--- src/rtl/spi_sr_pkg.sv ---
package spi_sr_pkg;

    localparam int BYTE_BITS = 8;

    localparam logic [7:0] OPC_READ_STAT  = 8'h05;
    localparam logic [7:0] OPC_WRITE_STAT = 8'h01;
    localparam logic [7:0] OPC_LATCH_SET  = 8'h06;
    localparam logic [7:0] OPC_LATCH_CLR  = 8'h04;

    typedef enum logic [2:0] {
        CMD_NONE,
        CMD_READ_STAT,
        CMD_WRITE_STAT,
        CMD_LATCH_SET,
        CMD_LATCH_CLR
    } cmd_e;

    // Stored status state; write-in-progress comes from the timer
    typedef struct packed {
        logic prot_en;
        logic blk1;
        logic blk0;
        logic wr_latch;
    } stat_state_t;

    // One received byte from the serial link
    typedef struct packed {
        logic       valid;
        logic       first;
        logic [7:0] data;
    } rx_byte_t;

    function automatic cmd_e decode_opcode(input logic [7:0] op);
        cmd_e c;
        case (op)
            OPC_READ_STAT:  c = CMD_READ_STAT;
            OPC_WRITE_STAT: c = CMD_WRITE_STAT;
            OPC_LATCH_SET:  c = CMD_LATCH_SET;
            OPC_LATCH_CLR:  c = CMD_LATCH_CLR;
            default:        c = CMD_NONE;
        endcase
        return c;
    endfunction

    function automatic logic [7:0] pack_status(input stat_state_t s, input logic wip);
        return {s.prot_en, 3'b000, s.blk1, s.blk0, s.wr_latch, wip};
    endfunction

    // bits = {new prot_en, new blk1, new blk0}; latch is untouched
    function automatic stat_state_t apply_status_write(input stat_state_t s,
                                                       input logic [2:0] bits);
        stat_state_t n;
        n          = s;
        n.prot_en  = bits[2];
        n.blk1     = bits[1];
        n.blk0     = bits[0];
        return n;
    endfunction

endpackage

--- src/rtl/spi_sr_sync.sv ---
module spi_sr_sync #(
    parameter int          WIDTH   = 3,
    parameter int          STAGES  = 2,
    parameter logic [WIDTH-1:0] RST_VAL = '0
) (
    input  logic             clk,
    input  logic             rst,
    input  logic [WIDTH-1:0] din,
    output logic [WIDTH-1:0] dout
);
    logic [WIDTH-1:0] pipe [STAGES];

    always_ff @(posedge clk) begin
        if (rst) begin
            for (int i = 0; i < STAGES; i++) pipe[i] <= RST_VAL;
        end else begin
            pipe[0] <= din;
            for (int i = 1; i < STAGES; i++) pipe[i] <= pipe[i-1];
        end
    end

    assign dout = pipe[STAGES-1];
endmodule

--- src/rtl/spi_sr_link.sv ---
module spi_sr_link
    import spi_sr_pkg::*;
(
    input  logic       clk,
    input  logic       rst,
    input  logic       cs_s,
    input  logic       sck_s,
    input  logic       mosi_s,
    input  logic       tx_en,
    input  logic [7:0] tx_byte,
    output rx_byte_t   rx,
    output logic       cs_rise,
    output logic       miso,
    output logic       miso_oe
);
    localparam int BW = $clog2(BYTE_BITS);
    localparam logic [BW-1:0] LAST_BIT = BW'(BYTE_BITS - 1);

    logic                 sck_q, cs_q;
    logic                 sck_rise, sck_fall;
    logic [BW-1:0]        bit_cnt;
    logic [BYTE_BITS-1:0] rx_sr;
    logic                 op_done;
    logic [BYTE_BITS-1:0] tx_sr;
    logic                 miso_q, oe_q;
    rx_byte_t             rx_q;

    always_ff @(posedge clk) begin
        if (rst) begin
            sck_q <= 1'b0;
            cs_q  <= 1'b1;
        end else begin
            sck_q <= sck_s;
            cs_q  <= cs_s;
        end
    end

    assign sck_rise = ~cs_s &  sck_s & ~sck_q;
    assign sck_fall = ~cs_s & ~sck_s &  sck_q;
    assign cs_rise  =  cs_s & ~cs_q;

    // Receive path: rising edges
    always_ff @(posedge clk) begin
        if (rst || cs_s) begin
            bit_cnt <= '0;
            rx_sr   <= '0;
            op_done <= 1'b0;
            rx_q    <= '0;
        end else begin
            rx_q.valid <= 1'b0;
            if (sck_rise) begin
                rx_sr   <= {rx_sr[BYTE_BITS-2:0], mosi_s};
                bit_cnt <= bit_cnt + BW'(1);
                if (bit_cnt == LAST_BIT) begin
                    rx_q.valid <= 1'b1;
                    rx_q.first <= ~op_done;
                    rx_q.data  <= {rx_sr[BYTE_BITS-2:0], mosi_s};
                    op_done    <= 1'b1;
                end
            end
        end
    end

    // Transmit path: falling edges, byte snapshot at each boundary
    always_ff @(posedge clk) begin
        if (rst || cs_s) begin
            tx_sr  <= '0;
            miso_q <= 1'b0;
            oe_q   <= 1'b0;
        end else if (sck_fall && tx_en) begin
            oe_q <= 1'b1;
            if (bit_cnt == '0) begin
                miso_q <= tx_byte[BYTE_BITS-1];
                tx_sr  <= {tx_byte[BYTE_BITS-2:0], 1'b0};
            end else begin
                miso_q <= tx_sr[BYTE_BITS-1];
                tx_sr  <= {tx_sr[BYTE_BITS-2:0], 1'b0};
            end
        end
    end

    assign rx      = rx_q;
    assign miso    = miso_q;
    assign miso_oe = oe_q;

    p_quiet_deselected_r11: assert property (@(posedge clk) disable iff (rst)
        cs_s |=> !oe_q);

    p_no_drive_in_opcode_r2: assert property (@(posedge clk) disable iff (rst)
        oe_q |-> op_done);
endmodule

--- src/rtl/spi_sr_wtimer.sv ---
module spi_sr_wtimer #(
    parameter int CYCLES = 5000
) (
    input  logic clk,
    input  logic rst,
    input  logic start,
    output logic busy,
    output logic done
);
    localparam int CW = $clog2(CYCLES + 1);
    localparam logic [CW-1:0] LAST = CW'(CYCLES - 1);

    logic [CW-1:0] cnt;
    logic          busy_q;

    assign done = busy_q && (cnt == LAST);

    always_ff @(posedge clk) begin
        if (rst) begin
            busy_q <= 1'b0;
            cnt    <= '0;
        end else if (start) begin
            busy_q <= 1'b1;
            cnt    <= '0;
        end else if (busy_q) begin
            if (done) busy_q <= 1'b0;
            else      cnt    <= cnt + CW'(1);
        end
    end

    assign busy = busy_q;

    p_start_only_idle_r9: assert property (@(posedge clk) disable iff (rst)
        start |-> !busy_q);
endmodule

--- src/rtl/spi_sr_regs.sv ---
module spi_sr_regs
    import spi_sr_pkg::*;
(
    input  logic       clk,
    input  logic       rst,
    input  rx_byte_t   rx,
    input  logic       cs_rise,
    input  logic       wp_n,
    input  logic       busy,
    input  logic       done,
    output logic       tx_en,
    output logic [7:0] tx_byte,
    output logic       start
);
    stat_state_t st;
    cmd_e        cmd;
    logic [2:0]  wbits;
    logic        have_data;
    logic        run;
    logic        pin_block;

    assign run       = cs_rise & ~busy;
    assign pin_block = st.prot_en & ~wp_n;
    assign start     = run && (cmd == CMD_WRITE_STAT) && have_data
                       && st.wr_latch && !pin_block;

    // Frame capture
    always_ff @(posedge clk) begin
        if (rst) begin
            cmd       <= CMD_NONE;
            wbits     <= '0;
            have_data <= 1'b0;
        end else if (cs_rise) begin
            cmd       <= CMD_NONE;
            have_data <= 1'b0;
        end else if (rx.valid) begin
            if (rx.first) begin
                cmd <= decode_opcode(rx.data);
            end else if (!have_data) begin
                wbits     <= {rx.data[7], rx.data[3], rx.data[2]};
                have_data <= 1'b1;
            end
        end
    end

    // Status state update at frame end or write-cycle end
    always_ff @(posedge clk) begin
        if (rst) begin
            st <= '0;
        end else if (done) begin
            st.wr_latch <= 1'b0;
        end else if (run) begin
            case (cmd)
                CMD_LATCH_SET:  st.wr_latch <= 1'b1;
                CMD_LATCH_CLR:  st.wr_latch <= 1'b0;
                CMD_WRITE_STAT: if (start) st <= apply_status_write(st, wbits);
                default: ;
            endcase
        end
    end

    assign tx_en   = (cmd == CMD_READ_STAT);
    assign tx_byte = pack_status(st, busy);

    p_write_needs_latch_r6: assert property (@(posedge clk) disable iff (rst)
        $rose(busy) |-> $past(st.wr_latch));

    p_write_obeys_pin_r7: assert property (@(posedge clk) disable iff (rst)
        $rose(busy) |-> !($past(st.prot_en) && !$past(wp_n)));

    p_latch_drops_with_wip_r8: assert property (@(posedge clk) disable iff (rst)
        $fell(busy) |-> !st.wr_latch);

    p_prot_frozen_busy_r9: assert property (@(posedge clk) disable iff (rst)
        (busy && $past(busy)) |-> $stable({st.prot_en, st.blk1, st.blk0}));
endmodule

--- src/rtl/spi_status_ctrl.sv ---
module spi_status_ctrl
    import spi_sr_pkg::*;
#(
    parameter int WRITE_CYCLES = 5000,
    parameter int SYNC_STAGES  = 2
) (
    input  logic clk,
    input  logic rst,
    input  logic cs_n,
    input  logic sck,
    input  logic mosi,
    input  logic wp_n,
    output logic miso,
    output logic miso_oe,
    output logic busy
);
    logic [2:0] pins_s;
    rx_byte_t   rx;
    logic       cs_rise;
    logic       tx_en;
    logic [7:0] tx_byte;
    logic       start;
    logic       done;

    spi_sr_sync #(.WIDTH(3), .STAGES(SYNC_STAGES), .RST_VAL(3'b100)) u_sync (
        .clk  (clk),
        .rst  (rst),
        .din  ({cs_n, sck, mosi}),
        .dout (pins_s)
    );

    spi_sr_link u_link (
        .clk     (clk),
        .rst     (rst),
        .cs_s    (pins_s[2]),
        .sck_s   (pins_s[1]),
        .mosi_s  (pins_s[0]),
        .tx_en   (tx_en),
        .tx_byte (tx_byte),
        .rx      (rx),
        .cs_rise (cs_rise),
        .miso    (miso),
        .miso_oe (miso_oe)
    );

    spi_sr_regs u_regs (
        .clk     (clk),
        .rst     (rst),
        .rx      (rx),
        .cs_rise (cs_rise),
        .wp_n    (wp_n),
        .busy    (busy),
        .done    (done),
        .tx_en   (tx_en),
        .tx_byte (tx_byte),
        .start   (start)
    );

    spi_sr_wtimer #(.CYCLES(WRITE_CYCLES)) u_timer (
        .clk   (clk),
        .rst   (rst),
        .start (start),
        .busy  (busy),
        .done  (done)
    );
endmodule

--- config.mk ---
export PLATFORM = sky130hd
export DESIGN_NAME = spi_status_ctrl
export DESIGN_NICKNAME = d
export VERILOG_FILES = /design/src/rtl/spi_sr_pkg.sv /design/src/rtl/spi_sr_sync.sv /design/src/rtl/spi_sr_link.sv /design/src/rtl/spi_sr_wtimer.sv /design/src/rtl/spi_sr_regs.sv /design/src/rtl/spi_status_ctrl.sv
export SDC_FILE = /design/constraint.sdc
export NUM_CORES = 1
export LEC_CHECK = 0
export BUFFER_PORTS_ARGS = -buffer_cell sky130_fd_sc_hd__buf_2
export CAP_MARGIN = 15
export CORE_AREA = 2 2 83 85
export DETAILED_ROUTE_END_ITERATION = 12
export DIE_AREA = 0 0 85 87
export SETUP_SLACK_MARGIN = 0.05
export SLEW_MARGIN = 20
export SYNTH_ARGS = -nofsm -noshare
export SYNTH_HDL_FRONTEND = slang
export SYNTH_HIERARCHICAL = 1
export SYNTH_SLANG_ARGS = --single-unit
--- constraint.sdc ---
create_clock -name clk -period 4.1 [get_ports clk]
set_input_delay 0.205 -clock clk [delete_from_list [all_inputs] [get_ports clk]]
set_output_delay 0.205 -clock clk [all_outputs]
set_load 0.005 [all_outputs]
Yosys cells after proc, flatten, opt, wreduce, memory -nomap -nowiden
Memory sizes are Yosys's and may differ from the RTL's. Cells that the tools add are included.

Memories: 1. Register bits after elaboration: 58. Output and inout bits: 3. RAM bits: 6.

Bitwise operators: 22. Add/sub/neg operators: 2. Reductions and logical operators: 21. Muxes and demuxes: 13. Eq/ne operators: 10.

Memories: u_sync.pipe (depth 2, width 3, rd ports 2, clocked after Yosys merged registers in 0, wr ports 2, line spi_sr_sync.sv:11) `logic [WIDTH-1:0] pipe [STAGES];`.

Operators with widths (count): $eq A8 B3 Y1 const B (3); $add A13 B1 Y13 const B (1); $eq A13 B13 Y1 const B (1); $not A1 Y1 (13); $pmux W3 S4 (1); $mux W10 (1); $eq A8 B1 Y1 const B (1); $mux W8 (1); $reduce_and A2 Y1 (4); $reduce_and A4 Y1 (2); $reduce_or A2 Y1 (4); $and A1 B1 Y1 (7); $mux W1 (7); $eq A3 B2 Y1 const B (2); $eq A3 B3 Y1 const B (2); $logic_and A1 B1 Y1 (6); $mux W3 (2); $add A3 B1 Y3 const B (1); $eq A3 B1 Y1 const B (1); $logic_not A3 Y1 (1); $pmux W1 S3 (1); $reduce_and A3 Y1 (1); $or A1 B1 Y1 (2); $reduce_bool A2 Y1 (1); 2 further kinds (2).

Logic depth before layout (Yosys ltp)
Gate-level depths: netlist of the first run.

Word-level depth: 8. Mapped depth: 9. Gate-level depth less buffers: 7.

Cells and area by module
Netlist of the first run, hierarchy kept.

By module, submodules not included: spi_sr_link (cells an instance 139, times used 1, seq. area each 640.6 um2, area an instance 1282.5 um2); spi_sr_wtimer (cells an instance 88, times used 1, seq. area each 280.3 um2, area an instance 760.7 um2); spi_sr_regs (cells an instance 64, times used 1, seq. area each 220.2 um2, area an instance 600.6 um2); spi_sr_sync (cells an instance 15, times used 1, seq. area each 120.1 um2, area an instance 180.2 um2).

Worst setup path before layout of the first run
OpenSTA, ideal clock, no wires.

Path kind: register to register. Start point: memory u_sync.pipe[1][2] (netlist: u_sync/pipe[0][5]). End point: register u_timer.cnt[2]. Period minus slack after synthesis: 2.030 ns. Data required time: 3.985 ns. Arrival time: 1.916 ns. Setup time: 0.115 ns. Cell stages (with the launch flop): 10. Buffers on the path: 3. Path slack: 2.070 ns. Cell sequence: dfxtp_1 -> buf_4 -> nor2b_1 -> nand3_1 -> a2111oi_0 -> buf_2 -> or2_2 -> clkbuf_1 -> nor2_1 -> o21a_1.

RTL lines: start, declared (line spi_sr_sync.sv:11); end signal, assigned (line spi_sr_wtimer.sv:27) `else cnt <= cnt + CW'(1);`; end, declared (line spi_sr_wtimer.sv:13) `logic [CW-1:0] cnt;`.

==> impl_metrics.json, run 1 <==
{
  "insertion_delay_ns": 0.34,
  "cp_cell_sequence": "nor2b_1 -> nand3_1 -> a2111oi_1 -> buf_4 -> nor2_1 -> a41oi_1 -> nand3_1",
  "cpPeakStageDelay_ns": 0.52,
  "globalplace.congestion": 0.769,
  "initial_core_util_pct": 43.0,
  "synth_area_mm2": 0.00282,
  "place_area_mm2": 0.00284,
  "synth_edf_count": 0,
  "synth_cell_types": 54,
  "crit_type": "register to register",
  "setup_slack_ns": 1.80,
  "path_max_fanout": 10,
  "regArea_mm2": 0.00126,
  "dr_wl_met2_um": 2350,
  "rsz0062_at_grt": "no",
  "wl_met1_um": 2600,
  "dpl.hpwl_um": 3480,
  "outcome": "complete, no violations",
  "tns_ns": 0,
  "async_flop_share_pct": 0,
  "max_freq_mhz": 435,
  "nFillCells": 623,
  "antenna_found_initial": 0,
  "path_clk_slew_ns": 0.07,
  "period_share_pct": 56.1,
  "grt-ovfl-total": 0,
  "cts_inserted_buffers": 9,
  "synth_flop_cell": "dfxtp_1",
  "portBuffers": 8,
  "critPathLaunch": "u_sync/pipe[0][5]",
  "cp-start-kind": "register",
  "die_h_um": 87,
  "first_pass_iters": 5,
  "area_delta_synth_final_pct": 8.86,
  "grt_pass1_vias": 1907,
  "period_minus_slack_ns": 2.30,
  "hp-class": "input pin to register",
  "end_kind": "register",
  "r2r_start": "u_sync/pipe[0][5]",
  "synth_cells": 306,
  "grt_max_degree": 37,
  "fin_skew_ns": 0.00833,
  "post-cts-setup-buffers": 0,
  "cts_buffer_depth": 2,
  "hold_path_startpoint": "cs_n",
  "tightest_slew_ns": 0.792,
  "synth_area_leaders": "dfxtp_1 45%, a21oi_1 5.8%, mux2i_1 5.3%",
  "core_area_mm2": 0.00657,
  "utilization_pct": 46.8,
  "row_count": 30,
  "placedCellCount": 377,
  "vias_per_cell": 5.33,
  "cts.sinks": 63,
  "leakage_nw": 0.976,
  "totalWireLength_um": 5210,
  "num_io_pins": 9,
  "slew_viol_final": 0,
  "arrival_ns": 2.52,
  "drv_cap": 0,
  "multi_input_area_mm2": 0.00139,
  "nets": 318,
  "cts_root_buffer": "clkbuf_8",
  "finalSetupViolCount": 0,
  "yosysTopAreaCell": "dfxtp_1",
  "cts.htree.levels": 3,
  "vias": 2089,
  "ys_seq_elements": 63,
  "dp_slack_ns": 1.79,
  "final_cell_area_mm2": 0.00307,
  "drc": 0,
  "detail_route.iter0.violations": 169,
  "power_density_mw_per_mm2": 412,
  "slew_headroom_pct": 47.1,
  "timing.critical_path.mode_cell": "nand3_1",
  "hold_violations": 0,
  "grtUsageTotal_pct": 15.8,
  "floorplan.die_area_mm2": 0.00740,
  "wl_met3_um": 140,
  "final_cells": 392,
  "yosys_warnings": 6,
  "synth.top_cell.area_share_pct": 44.7,
  "die_x_um": 85,
  "diodes": 0,
  "dr.max_layer_used": "met4",
  "cts_resized": 0,
  "cts_hold_buf": 0,
  "grt_first_pass_wirelength_um": 9110,
  "yosysMostFrequentCell": "dfxtp_1",
  "max-vdd-ir-drop_mv": 0.242,
  "cts_tree": "yes",
  "synth_commonest_cells": "63 x dfxtp_1, 37 x nand2_1, 33 x a21oi_1",
  "cp_data_required_time_ns": 4.32,
  "syn_area_per_cell_um2": 9.23,
  "ys_seq_area_share_pct": 44.7,
  "antenna_left": 0,
  "post_drt_wl_per_cell_um": 13.3,
  "cp_slowest_cell": "dfxtp_1",
  "drive_gt1_share_pct": 13.1
}
-- area by class of cell --
| type | instances | area share (%) |
|---|---|---|
| Clock buffer | 12 | 5.37 |
| Clock inverter | 3 | 2.12 |
| Inverter | 11 | 1.34 |
| Multi-Input combinational cell | 213 | 45.1 |
| Sequential cell | 63 | 41.0 |
| Tap cell | 80 | 3.26 |
| Timing Repair Buffer | 10 | 1.79 |
-- routing by layer --
| metal | vias up | track usage, % |
|---|---|---|
| li1 | 1078 | - |
| met1 | 977 | 20.8 |
| met2 | 23 | 23.7 |
| met3 | 11 | 3.98 |
| met4 | 0 | 8.66 |
| met5 | - | 0 |
-- state kept, by name, indices dropped and copies added (netlist names), 3 cells and up --
register        flops
u_sync/pipe         6
u_link/bit_cnt      3
u_regs/wbits        3
u_regs/cmd          3
u_regs/tx_byte      4
u_timer/cnt        13
u_link/rx          10
u_link/rx_sr        7
u_link/tx_sr        7
-- metrics by stage --
stage,power (W),hold slack (ns)
final,0.00127,0.0464
after global routing,0.00131,0.0334
after CTS,0.00128,0.0300
after detailed placement,0.000656,0.384
after global placement,0.000655,0.382
after floorplan,0.000653,0.277
-- cell usage in the layout (no fill, tap or decap), types with 4 or more instances in the layout --
| master | instances |
|---|---|
| nand2b_1 | 9 |
| a21oi_1 | 33 |
| mux2i_1 | 15 |
| ha_1 | 4 |
| clkbuf_8 | 12 |
| nand3_1 | 9 |
| or3_1 | 4 |
| nand2_1 | 37 |
| o31ai_1 | 7 |
| buf_2 | 8 |
| nand4_1 | 5 |
| inv_1 | 10 |
| nor2b_1 | 7 |
| o21ai_0 | 9 |
| or4_1 | 6 |
| nand3b_1 | 5 |
| nor2_1 | 12 |
| dfxtp_1 | 63 |
-- cells by family (layout without fill, tap and decap cells) --
kind of cell    Yosys count  in the layout  share of synthesized area (%)
simple gates            123            123                           25.5
compound gates           65             65                           14.9
flops                    63             63                           44.7
buf+inv                  32             36                           6.78
mux                      15             15                           5.32
fa+ha+maj                 4              4                           1.77
xor+xnor                  3              3                          0.931
other cells               1              3                          0.133
-- path summary, 6_finish.rpt --
kind | end | slack (ns) | cells past startpoint
worst max-delay path | u_timer/cnt[1] | 1.80 | 7
worst min-delay path | u_sync/pipe[0][2] | 0.05 | 2
worst min register to register | u_sync/pipe[0][5] | 0.42 | 1
worst max register to register | u_timer/cnt[1] | 1.80 | 7
-- worst max-delay path, delay by kind of cell, from the launching register on --
kind | cells | cell delay (ns)
buf+inv | 1 | 0.23
compound gates | 2 | 0.63
simple gates | 4 | 0.80
flops | 1 | 0.52
-- where the power goes --
group	total (W)	switching, W	internal (W)	leakage, nW
sequential	0.000618	0.00000256	0.000615	0.509
combinational	0.0000243	0.0000160	0.00000832	0.349
clock	0.000624	0.000236	0.000388	0.118
(Power assumes the default switching activity.)
==> inputs of run 2 (changes only) <==
Settings changed: ABC_AREA set to 1, CORE_AREA 2 2 83 85 to 2 2 86 88, DIE_AREA 0 0 85 87 to 0 0 88 90.
Clock period 4.1 ns to 2 ns, I/O delays scaled along.
==> impl_metrics.json, run 2 <==
{
  "synth_cell_types": 29,
  "core_area_mm2": 0.00702,
  "timing.critical_path.mode_cell": "nor2_1",
  "r2r_start": "u_sync/pipe[0][5]",
  "diodes": 0,
  "yosys_warnings": 6,
  "cts_root_buffer": "clkbuf_8",
  "nets": 480,
  "grt_max_degree": 15,
  "end_kind": "register",
  "cp_top_family": "simple AND/OR/NAND/NOR gates",
  "cts_buffer_depth": 2,
  "ys_seq_elements": 63,
  "regArea_mm2": 0.00126,
  "grt-ovfl-total": 0,
  "hold_depth": 2,
  "syn_area_per_cell_um2": 6.72,
  "cp_cell_sequence": "inv_2 -> nor2_1 -> nand2_1 -> nor4_2 -> nor2_1 -> inv_1 -> a21oi_1",
  "synth_edf_count": 0,
  "cts_tree": "yes",
  "hold_path_startpoint": "rst",
  "layout_commonest_cell": "nand2_1",
  "dpl.hpwl_um": 4200,
  "top_register": "u_timer/cnt",
  "arrival_ns": 1.94,
  "path_clk_slew_ns": 0.07,
  "period_share_pct": 86.6,
  "vias_per_cell": 4.50,
  "cts_inserted_buffers": 9,
  "yosysMostFrequentCell": "nand2_1",
  "synth_area_leaders": "dfxtp_1 41%, nand2_1 13%, nor2_1 12%",
  "detail_route.iter0.violations": 81,
  "synth_cells": 456,
  "total_power_w": 0.00248,
  "insertion_delay_ns": 0.34,
  "post-cts-setup-buffers": 0,
  "antenna_found_initial": 0,
  "dp_slack_ns": 0.179,
  "synth_commonest_cells": "108 x nand2_1, 97 x nor2_1, 64 x inv_1",
  "largest_reg_flops": 13,
  "floorplan.die_area_mm2": 0.00792,
  "cp_data_required_time_ns": 2.21,
  "yosysTopAreaCell": "dfxtp_1",
  "rr_endpoint": "u_timer/cnt[3]",
  "synth_flop_cell": "dfxtp_1",
  "outcome": "complete, no violations",
  "final_cell_mix": "108 x nand2_1, 97 x nor2_1, 64 x inv_1, 63 x dfxtp_1, 20 x nand3_1",
  "hold-path-endpoint": "u_sync/pipe[0][1]",
  "first_pass_iters": 6,
  "rrSetupSlack_ns": 0.27,
  "async_flop_share_pct": 0,
  "initial_core_util_pct": 43.6,
  "cts.sinks": 63,
  "synth.top_cell.area_share_pct": 41.2,
  "fin_skew_ns": 0.00509,
  "globalplace.congestion": 0.802,
  "grt_first_pass_wirelength_um": 10400,
  "busiest_layer": "met2",
  "antenna_left": 0,
  "area_delta_synth_final_pct": 11.0,
  "hold_violations": 0,
  "synth_area_mm2": 0.00306,
  "multi_input_area_mm2": 0.00142,
  "nFillCells": 735,
  "path_max_fanout": 8,
  "post_drt_wl_per_cell_um": 10.4,
  "use_met3_pct": 3.67,
  "period_minus_slack_ns": 1.73,
  "cp-start-kind": "register",
  "reg2reg_depth": 7,
  "totalWireLength_um": 5950,
  "drv_cap": 0,
  "leakage_nw": 1.38,
  "cpPeakStageDelay_ns": 0.38,
  "grt_util_met1_pct": 21.9,
  "finalSetupViolCount": 0,
  "max-vdd-ir-drop_mv": 0.341,
  "crit_type": "register to register",
  "cp_slowest_cell": "dfxtp_1",
  "hp-class": "input pin to register",
  "die_x_um": 88,
  "gr-usage-met2_pct": 25.6,
  "drc": 0,
  "row_count": 31,
  "num_io_pins": 9,
  "grtUsageTotal_pct": 16.7,
  "die_h_um": 90,
  "rsz0062_at_grt": "no",
  "vias": 2582,
  "ys_seq_area_share_pct": 41.2,
  "grt_pass1_vias": 2372,
  "cts.htree.levels": 3,
  "path_buf_inv": 2,
  "power_density_mw_per_mm2": 728,
  "max_freq_mhz": 578,
  "tns_ns": 0,
  "portBuffers": 8,
  "setup_slack_ns": 0.269,
  "slew_viol_final": 0,
  "drive_gt1_share_pct": 11.8
}
run 2: repair_timing:
item / CTS / global route
hold endpoints to repair: 3 / 0
endpoints found under the setup margin: 0 / 8
gates resized for setup: 0 / 1
hold buffers: 3 / 0
run 2: power by group:
| group | leakage (nW) | internal (W) | total (W) | switching [W] |
|---|---|---|---|---|
| Sequential | 0.509 | 0.00126 | 0.00127 | 0.00000435 |
| Combinational | 0.757 | 0.0000203 | 0.0000611 | 0.0000408 |
| Clock | 0.109 | 0.000674 | 0.00115 | 0.000474 |
run 2: worst max-delay path by stage:
stage	slack, ns	to	startpoint	cells after the start
3_3_place_gp	0.34	u_timer/cnt[11]	u_sync/pipe[0][5]	7
2_1_floorplan	0.44	u_timer/cnt[11]	u_sync/pipe[0][5]	8
3_5_place_dp	0.18	u_timer/cnt[4]	u_sync/pipe[0][5]	7
5_1_grt	0.08	u_timer/cnt[11]	u_sync/pipe[0][5]	7
4_1_cts	0.16	u_timer/cnt[4]	u_sync/pipe[0][5]	7
6_report	0.27	u_timer/cnt[3]	u_sync/pipe[0][5]	7
run 2: cell type report:
class | instances | area share (%)
clock buffer | 13 | 4.97
clock inverter | 3 | 1.18
inverter | 76 | 8.43
multi-input combinational | 305 | 41.8
sequential | 63 | 37.1
tap | 99 | 3.64
timing repair buffer | 15 | 2.94
run 2: per-stage QoR:
stage | hold WS [ns] | util, % | area (µm²) | std cells
6_report | 0.117 | 48.4 | 3400 | 574
3_5_place_dp | 0.281 | 44.9 | 3160 | 555
5_1_grt | 0.134 | 48.4 | 3400 | 574
4_1_cts | 0.107 | 48.4 | 3390 | 574
2_1_floorplan | 0.171 | - | 3070 | 458
3_3_place_gp | 0.282 | 44.9 | 3160 | 555
run 2: routing by layer:
layer  wire [µm]  vias up
met4         111        0
met2        2620       43
met3         168       10
li1            -     1404
met5           0        -
met1        3050     1125
run 2: kinds of logic after synthesis:
| logic type | Yosys count | synth area share (%) |
|---|---|---|
| adder cells (fa/ha/maj) | 4 | 1.63 |
| XOR/XNOR | 7 | 2.00 |
| AO/OA/AOI/OAI | 36 | 5.96 |
| buffers and inverters | 90 | 12.9 |
| other | 1 | 0.122 |
| flip-flops | 63 | 41.2 |
| AND/OR/NAND/NOR | 255 | 36.2 |
